$ cat src/rtl/sio_pkg.sv
package sio_pkg;
  localparam int DATA_W = 32;
  localparam int LANES  = DATA_W / 8;

  localparam logic [5:0] W_LCR = 6'd0;
  localparam logic [5:0] W_LSR = 6'd1;
  localparam logic [5:0] W_ICR = 6'd2;
  localparam logic [5:0] W_ISR = 6'd3;
  localparam logic [5:0] W_FCR = 6'd4;
  localparam logic [5:0] W_BDR = 6'd5;
  localparam logic [5:0] W_TXF = 6'd8;
  localparam logic [5:0] W_RXF = 6'd12;

  localparam logic [31:0] KEEP_LCR = 32'hE17F0000;
  localparam logic [31:0] KEEP_ICR = 32'h000F0000;
  localparam logic [31:0] KEEP_ISR = 32'h00070000;
  localparam logic [31:0] KEEP_FCR = 32'h001F0000;
  localparam logic [31:0] KEEP_BDR = 32'h03FF0000;
  localparam logic [31:0] INIT_LCR = 32'h40000000;
  localparam logic [31:0] INIT_BDR = 32'h03FF0000;

  // bit positions inside interrupt and FIFO control words
  localparam int B_RX   = 16;
  localparam int B_TX   = 17;
  localparam int B_DMA  = 19;
  localparam int B_FEN  = 16;
  localparam int B_FRX  = 17;
  localparam int B_FTX  = 18;

  function automatic logic [31:0] lane_bits(input logic [3:0] s);
    lane_bits = {{8{s[3]}}, {8{s[2]}}, {8{s[1]}}, {8{s[0]}}};
  endfunction

  function automatic logic [31:0] merge_lanes(input logic [31:0] old_v, input logic [31:0] wd,
                                              input logic [3:0] s, input logic [31:0] keep);
    logic [31:0] lm;
    lm = lane_bits(s);
    merge_lanes = ((old_v & ~lm) | (wd & lm)) & keep;
  endfunction

  function automatic logic [31:0] and_lanes(input logic [31:0] old_v, input logic [31:0] wd,
                                            input logic [3:0] s, input logic [31:0] keep);
    and_lanes = old_v & (wd | ~lane_bits(s)) & keep;
  endfunction
endpackage

$ cat src/rtl/byte_fifo.sv
module byte_fifo #(
  parameter int DEPTH = 16,
  parameter int W     = 8,
  localparam int AW   = (DEPTH > 1) ? $clog2(DEPTH) : 1,
  localparam int LW   = $clog2(DEPTH + 1)
) (
  input  logic          clk,
  input  logic          rst_n,
  input  logic          flush,
  input  logic          push,
  input  logic [W-1:0]  din,
  input  logic          pop,
  output logic [W-1:0]  dout,
  output logic          empty,
  output logic          full,
  output logic [LW-1:0] level,
  output logic [LW-1:0] level_nxt
);
  logic [W-1:0]  mem [DEPTH];
  logic [AW-1:0] rd_ptr, wr_ptr;
  logic          do_push, do_pop;

  function automatic logic [AW-1:0] bump(input logic [AW-1:0] p);
    bump = (p == AW'(DEPTH - 1)) ? '0 : p + AW'(1);
  endfunction

  assign empty   = (level == '0);
  assign full    = (level == LW'(DEPTH));
  assign do_push = push && !full;
  assign do_pop  = pop && !empty;
  assign dout    = mem[rd_ptr];
  assign level_nxt = flush ? '0 : level + LW'(do_push) - LW'(do_pop);

  always_ff @(posedge clk or negedge rst_n) begin
    if (!rst_n) begin
      rd_ptr <= '0;
      wr_ptr <= '0;
      level  <= '0;
    end else begin
      level <= level_nxt;
      if (flush) begin
        rd_ptr <= '0;
        wr_ptr <= '0;
      end else begin
        if (do_push) wr_ptr <= bump(wr_ptr);
        if (do_pop)  rd_ptr <= bump(rd_ptr);
      end
    end
  end

  always_ff @(posedge clk) begin
    if (do_push && !flush) mem[wr_ptr] <= din;
  end

  p_full_drop_r9: assert property (@(posedge clk) disable iff (!rst_n)
    (push && full && !pop && !flush) |=> $stable(level));
  p_flush_empties_r8: assert property (@(posedge clk) disable iff (!rst_n)
    flush |=> empty);
  p_no_overflow_r11: assert property (@(posedge clk) disable iff (!rst_n)
    (full && !pop && !flush) |=> full);
endmodule

$ cat src/rtl/sio_int_unit.sv
module sio_int_unit
  import sio_pkg::*;
(
  input  logic        clk,
  input  logic        rst_n,
  input  logic        wr_icr,
  input  logic        wr_isr,
  input  logic [31:0] wr_data,
  input  logic [3:0]  wr_strb,
  input  logic        rx_nonempty_nxt,
  input  logic        tx_empty_nxt,
  output logic [31:0] icr_q,
  output logic [31:0] isr_q,
  output logic        irq,
  output logic        dma_err
);
  logic [31:0] isr_base, isr_nxt, icr_nxt, raise;

  always_comb begin
    icr_nxt  = wr_icr ? merge_lanes(icr_q, wr_data, wr_strb, KEEP_ICR) : icr_q;
    isr_base = wr_isr ? and_lanes(isr_q, wr_data, wr_strb, KEEP_ISR) : isr_q;
    raise    = '0;
    raise[B_RX] = rx_nonempty_nxt;
    raise[B_TX] = tx_empty_nxt;
    isr_nxt  = isr_base | raise;
  end

  always_ff @(posedge clk or negedge rst_n) begin
    if (!rst_n) begin
      icr_q <= '0;
      isr_q <= '0;
    end else begin
      icr_q <= icr_nxt;
      isr_q <= isr_nxt;
    end
  end

  assign irq     = |(isr_q & icr_q);
  assign dma_err = icr_q[B_DMA];

  p_sw_no_set_r5: assert property (@(posedge clk) disable iff (!rst_n)
    (wr_isr && !rx_nonempty_nxt && !tx_empty_nxt) |=> ((isr_q & ~$past(isr_q)) == '0));
  p_irq_drop_r6: assert property (@(posedge clk) disable iff (!rst_n)
    (wr_icr && wr_strb == 4'hF && wr_data == '0) |=> !irq);
  p_dma_flag_r12: assert property (@(posedge clk) disable iff (!rst_n)
    (wr_icr && wr_strb[2] && wr_data[B_DMA]) |=> dma_err);
endmodule

$ cat src/rtl/sio_regbank.sv
module sio_regbank
  import sio_pkg::*;
#(
  parameter int FIFO_DEPTH = 16,
  localparam int LW = $clog2(FIFO_DEPTH + 1)
) (
  input  logic        clk,
  input  logic        rst_n,
  input  logic [5:0]  waddr,
  input  logic        wr_en,
  input  logic [3:0]  wr_strb,
  input  logic [31:0] wr_data,
  input  logic        rd_en,
  input  logic [3:0]  rd_strb,
  output logic [31:0] rd_data,
  output logic        irq,
  output logic        dma_err,
  output logic [7:0]  tx_data,
  output logic        tx_valid,
  input  logic        tx_ready,
  input  logic [7:0]  rx_data,
  input  logic        rx_valid,
  output logic        rx_ready
);
  logic [31:0] lcr_q, fcr_q, bdr_q, icr_q, isr_q;
  logic [31:0] fcr_nxt, rd_word;
  logic        wr_lcr, wr_icr, wr_isr, wr_fcr, wr_bdr;
  logic        tx_push, tx_pop, tx_flush, tx_empty, tx_full;
  logic        rx_push, rx_pop, rx_flush, rx_empty, rx_full;
  logic [7:0]  rx_head;
  logic [LW-1:0] tx_lvl, tx_lvl_nxt, rx_lvl, rx_lvl_nxt;

  // decoded write and FIFO events, visible to the assertions
  assign wr_lcr  = wr_en && (waddr == W_LCR);
  assign wr_icr  = wr_en && (waddr == W_ICR);
  assign wr_isr  = wr_en && (waddr == W_ISR);
  assign wr_fcr  = wr_en && (waddr == W_FCR);
  assign wr_bdr  = wr_en && (waddr == W_BDR);
  assign tx_push = wr_en && (waddr == W_TXF) && wr_strb[3];
  assign rx_pop  = rd_en && (waddr == W_RXF) && rd_strb[3];
  assign tx_pop  = tx_valid && tx_ready;
  assign rx_push = rx_valid && rx_ready;
  assign fcr_nxt = wr_fcr ? merge_lanes(fcr_q, wr_data, wr_strb, KEEP_FCR) : fcr_q;
  assign rx_flush = wr_fcr && fcr_nxt[B_FEN] && fcr_nxt[B_FRX];
  assign tx_flush = wr_fcr && fcr_nxt[B_FEN] && fcr_nxt[B_FTX];
  assign tx_valid = !tx_empty;
  assign rx_ready = !rx_full;

  byte_fifo #(.DEPTH(FIFO_DEPTH), .W(8)) u_txq (
    .clk(clk), .rst_n(rst_n), .flush(tx_flush), .push(tx_push), .din(wr_data[31:24]),
    .pop(tx_pop), .dout(tx_data), .empty(tx_empty), .full(tx_full),
    .level(tx_lvl), .level_nxt(tx_lvl_nxt));

  byte_fifo #(.DEPTH(FIFO_DEPTH), .W(8)) u_rxq (
    .clk(clk), .rst_n(rst_n), .flush(rx_flush), .push(rx_push), .din(rx_data),
    .pop(rx_pop), .dout(rx_head), .empty(rx_empty), .full(rx_full),
    .level(rx_lvl), .level_nxt(rx_lvl_nxt));

  sio_int_unit u_int (
    .clk(clk), .rst_n(rst_n), .wr_icr(wr_icr), .wr_isr(wr_isr),
    .wr_data(wr_data), .wr_strb(wr_strb),
    .rx_nonempty_nxt(rx_lvl_nxt != '0), .tx_empty_nxt(tx_lvl_nxt == '0),
    .icr_q(icr_q), .isr_q(isr_q), .irq(irq), .dma_err(dma_err));

  always_ff @(posedge clk or negedge rst_n) begin
    if (!rst_n) begin
      lcr_q <= INIT_LCR;
      fcr_q <= '0;
      bdr_q <= INIT_BDR;
    end else begin
      if (wr_lcr) lcr_q <= merge_lanes(lcr_q, wr_data, wr_strb, KEEP_LCR);
      if (wr_bdr) bdr_q <= merge_lanes(bdr_q, wr_data, wr_strb, KEEP_BDR);
      fcr_q <= fcr_nxt;
    end
  end

  always_comb begin
    case (waddr)
      W_LCR:   rd_word = lcr_q;
      W_LSR:   rd_word = '0;
      W_ICR:   rd_word = icr_q;
      W_ISR:   rd_word = isr_q;
      W_FCR:   rd_word = fcr_q;
      W_BDR:   rd_word = bdr_q;
      W_RXF:   rd_word = rx_empty ? '0 : {rx_head, 24'h0};
      default: rd_word = '0;
    endcase
  end

  always_ff @(posedge clk or negedge rst_n) begin
    if (!rst_n) rd_data <= '0;
    else        rd_data <= rd_en ? (rd_word & lane_bits(rd_strb)) : '0;
  end

  p_rd_latency_r13: assert property (@(posedge clk) disable iff (!rst_n)
    (rd_en && waddr == W_LCR && rd_strb == 4'hF) |=> (rd_data == $past(lcr_q)));
  p_tx_lane_r9: assert property (@(posedge clk) disable iff (!rst_n)
    (wr_en && waddr == W_TXF && !wr_strb[3]) |=> (tx_lvl <= $past(tx_lvl)));
  p_rx_stall_r11: assert property (@(posedge clk) disable iff (!rst_n)
    (rx_full && !rx_pop && !rx_flush) |=> !rx_ready);
  p_unmapped_r1: assert property (@(posedge clk) disable iff (!rst_n)
    (rd_en && waddr == 6'd6) |=> (rd_data == '0));
endmodule

$ cat config.mk
export PLATFORM = sky130hd
export DESIGN_NAME = sio_regbank
export DESIGN_NICKNAME = d
export VERILOG_FILES = /design/src/rtl/sio_pkg.sv /design/src/rtl/byte_fifo.sv /design/src/rtl/sio_int_unit.sv /design/src/rtl/sio_regbank.sv
export SDC_FILE = /design/constraint.sdc
export NUM_CORES = 1
export LEC_CHECK = 0
export ABC_AREA = 1
export BUFFER_PORTS_ARGS = -buffer_cell sky130_fd_sc_hd__buf_2
export CAP_MARGIN = 40
export CORE_ASPECT_RATIO = 0.9
export CORE_MARGIN = 1
export CORE_UTILIZATION = 60
export DETAILED_ROUTE_END_ITERATION = 8
export PLACE_DENSITY = 0.75
export SYNTH_ARGS = -nofsm -noshare
export SYNTH_HDL_FRONTEND = slang
export SYNTH_HIERARCHICAL = 1
export SYNTH_SLANG_ARGS = --single-unit
$ cat constraint.sdc
create_clock -name clk -period 8.6 [get_ports clk]
set_input_delay 0.43 -clock clk [delete_from_list [all_inputs] [get_ports clk]]
set_output_delay 0.43 -clock clk [all_outputs]
set_load 0.05 [all_outputs]
==> impl_results.md <==
- Num ports: between 100 and 150
- Synth Instances: roughly 1,800
- Initial drt markers: about 950
- Worst ir drop on vdd: ~0.00020 V
- Vias in the first global route: 11,500
- Routed Antenna Nets: 0
- Hold_sp: wr_data[23]
- DRC Markers: 0
- Design area: about 18,000 um2
- Pint: between 3 and 4 mW
- Ys Warns: 6
- Initial Util: between 60% and 70%
- R2R Setup Slk: approximately 5.5 ns
- Total number of vias: roughly 12,000
- PnR worst setup slack: 4.966 ns
- Final Non-Filler Cells: 2,278
- Critical path class: input port to flop
- Hold path depth: 3
- CTS tree: done
- H-Tree Depth: 2
- Hold Worst Slack: 0.1438 ns
- Switching part of the total power: approximately a third
- Share of layout cells above drive strength 1: between 10 and 15%
- Clock Sinks: about 350
- GRT Util Overall: roughly a quarter
- Row Count: 57
- Pre-antenna DRT Iters: 5
- Unrepaired setup endpoints after global routing: no
- Final slew viol count: 0
- Final #Nets: 1,984
- Die extent in x: approximately 180 um
- Die span in y: approximately 160 um
- Max Cap Viol: 0
- Die area: between 20,000 and 30,000 um2
- Placed insts: between 2,000 and 2,500
- Clock power frac: 29.2%
- Worst R2R Start: u_rxq/level[3]
- Clock Tree Root: clkbuf_16
- Post-CTS Hold Buffers: 1
- Status: finished clean
- Nature of the critical path endpoint: flop
- Combinational share of power: 27.6%
- Startpoint Class: input port
- Sw power: 1.585 mW
- Util after Layout: about two thirds
- Vias per inst: a little over 5
- Final setup violation count: 0
- Worst slew pin tran: roughly 0.87 ns
- Fmax: between 200 and 300 MHz
- Global-route wire length before repair: 56.85 mm
- Cell Area, Synth: between 15,000 and 20,000 um2
- Largest net degree at the start of global routing: 85
- Crit path max fanout: 32
- Critical Path RT: around 9 ns
- CTS Buf Count: 35
- Setup WS pre-CTS: 4.529 ns
- Ant diodes: 0
- CTS clk-pin slew, worst paths: about 0.060 ns
- Hpwl dp: around 23 mm
- Worst skew pair latency: approximately 0.52 ns
- R2R depth: 18
- Reg-to-Reg End: u_int/isr_q[16]
- Clock Tree Buf Depth: 3
- Routability cong.: 0.8717
- Leakage: roughly 8.4 nW
- Drt wl/cell: ~15 um
- Setup TNS: 0 ns
- Total power: about 4.6 mW
- Avg Cell Area, Syn: between 9 and 10 um2
- Worst clock skew: 0.02183 ns
- Worst hold path type: input port to flop
- Fin. Hold Viols: 0
- Crit path DAT: around 4.1 ns
- Area growth from synthesis to layout: 8.481%
- Relative slew slack: between 40% and 50%
- Tmin final: around 3.6 ns
- Post-CTS Setup Inserts: 0
- Routed wire length: roughly 35 mm
- Power Dens Cells: between 200 and 300 nW/um2
- IO Port Bufs: 85
- Crit share post-route: 42.25%
- # resized after CTS: 0
- Total grt overflow: 0
- Core footprint: ~27,000 um2
- Initial antenna violation count: 0
- DP Area: between 15,000 and 20,000 um2
- Reg power frac: between 40 and 50%
## sequential cells by signal (all words and copies together), names as in the netlist, named ones only
signal	count
u_rxq/rd_ptr	4
u_txq/level	5
u_rxq/wr_ptr	4
u_rxq/level	5
u_rxq/mem	128
u_int/isr_q	3
u_txq/wr_ptr	4
u_txq/rd_ptr	4
fcr_q	3
u_txq/mem	128
rd_data	32
## power groups by stage
stage / registers (mW) / clock network (mW) / logic, mW
2_1_floorplan: 2.01 / 0 / 1.01
3_3_place_gp: 2.03 / 0 / 1.21
3_5_place_dp: 2.03 / 0 / 1.27
4_1_cts: 2.00 / 1.37 / 1.28
5_1_grt: 2.01 / 1.44 / 1.44
6_report: 2.00 / 1.35 / 1.28
## cell usage in the layout (no fill, tap or decap), types with 2 or more instances in the layout
cell       instances
nor2_2             4
nor3_2             2
xor2_1             5
dfstp_2           11
nand4_1           23
clkinv_1           7
nand3_2           19
clkinv_2           7
buf_2             96
o21ai_1           18
nor2_4             4
nand2_1          541
nand2_2            4
ha_1              22
fa_1               2
a21oi_1           22
dfrtp_1           78
conb_1            57
nor3_1            19
dfrtp_2            2
o21a_1             4
nor2_1           159
nor2_8             2
inv_1            281
o21ai_0           28
edfxtp_1         256
buf_4              8
inv_6              3
nand3_1          173
clkbuf_16         35
inv_2              8
clkbuf_1          11
nor3b_1            2
## critical path: stages
cell and delay (ns):
buf_2 0.12, nor2_4 0.63, nand2_4 0.23, inv_1 0.14, nand3_1 0.07, nor3_1 0.44
nand2_1 0.20, ha_1 0.31, inv_1 0.06, ha_1 0.16, inv_1 0.06, fa_1 0.38
inv_1 0.07, nand2_1 0.06, nand2_1 0.06, a21oi_1 0.07, nor2_1 0.09, nor2_1 0.06
nor3_1 0.13, nor3b_1 0.19, inv_1 0.07, nand2_1 0.06
## cell type report
class	count	area (um2)
multi-input combinational	1116	5095
clock inverter	14	75.07
inverter	292	1097
clock buffer	47	924.6
tap	354	442.9
sequential	347	9981
fill	2116	9015
timing repair buffer	108	613.1
## metal layers
layer | GRT usage, % | vias to the layer above | routed length (um)
met4 | 8.821 | 0 | 974
met1 | 32.36 | 5522 | 14440
met2 | 44.86 | 400 | 17990
li1 | - | 5823 | -
met5 | 0 | - | 0
met3 | 3.149 | 83 | 1799
## worst max-delay path by stage
stage / startpoint / to / slack [ns] / cells after the start
2_1_floorplan: waddr[5] / u_int/isr_q[17] / 5.69 / 21
3_3_place_gp: waddr[5] / u_rxq/mem[9][6] / 4.50 / 12
3_5_place_dp: waddr[5] / u_int/isr_q[17] / 4.53 / 22
4_1_cts: waddr[5] / u_int/isr_q[17] / 5.04 / 22
5_1_grt: waddr[5] / u_int/isr_q[17] / 4.62 / 22
6_report: waddr[5] / u_int/isr_q[17] / 4.97 / 22
Power figures use the tool's default switching activity.
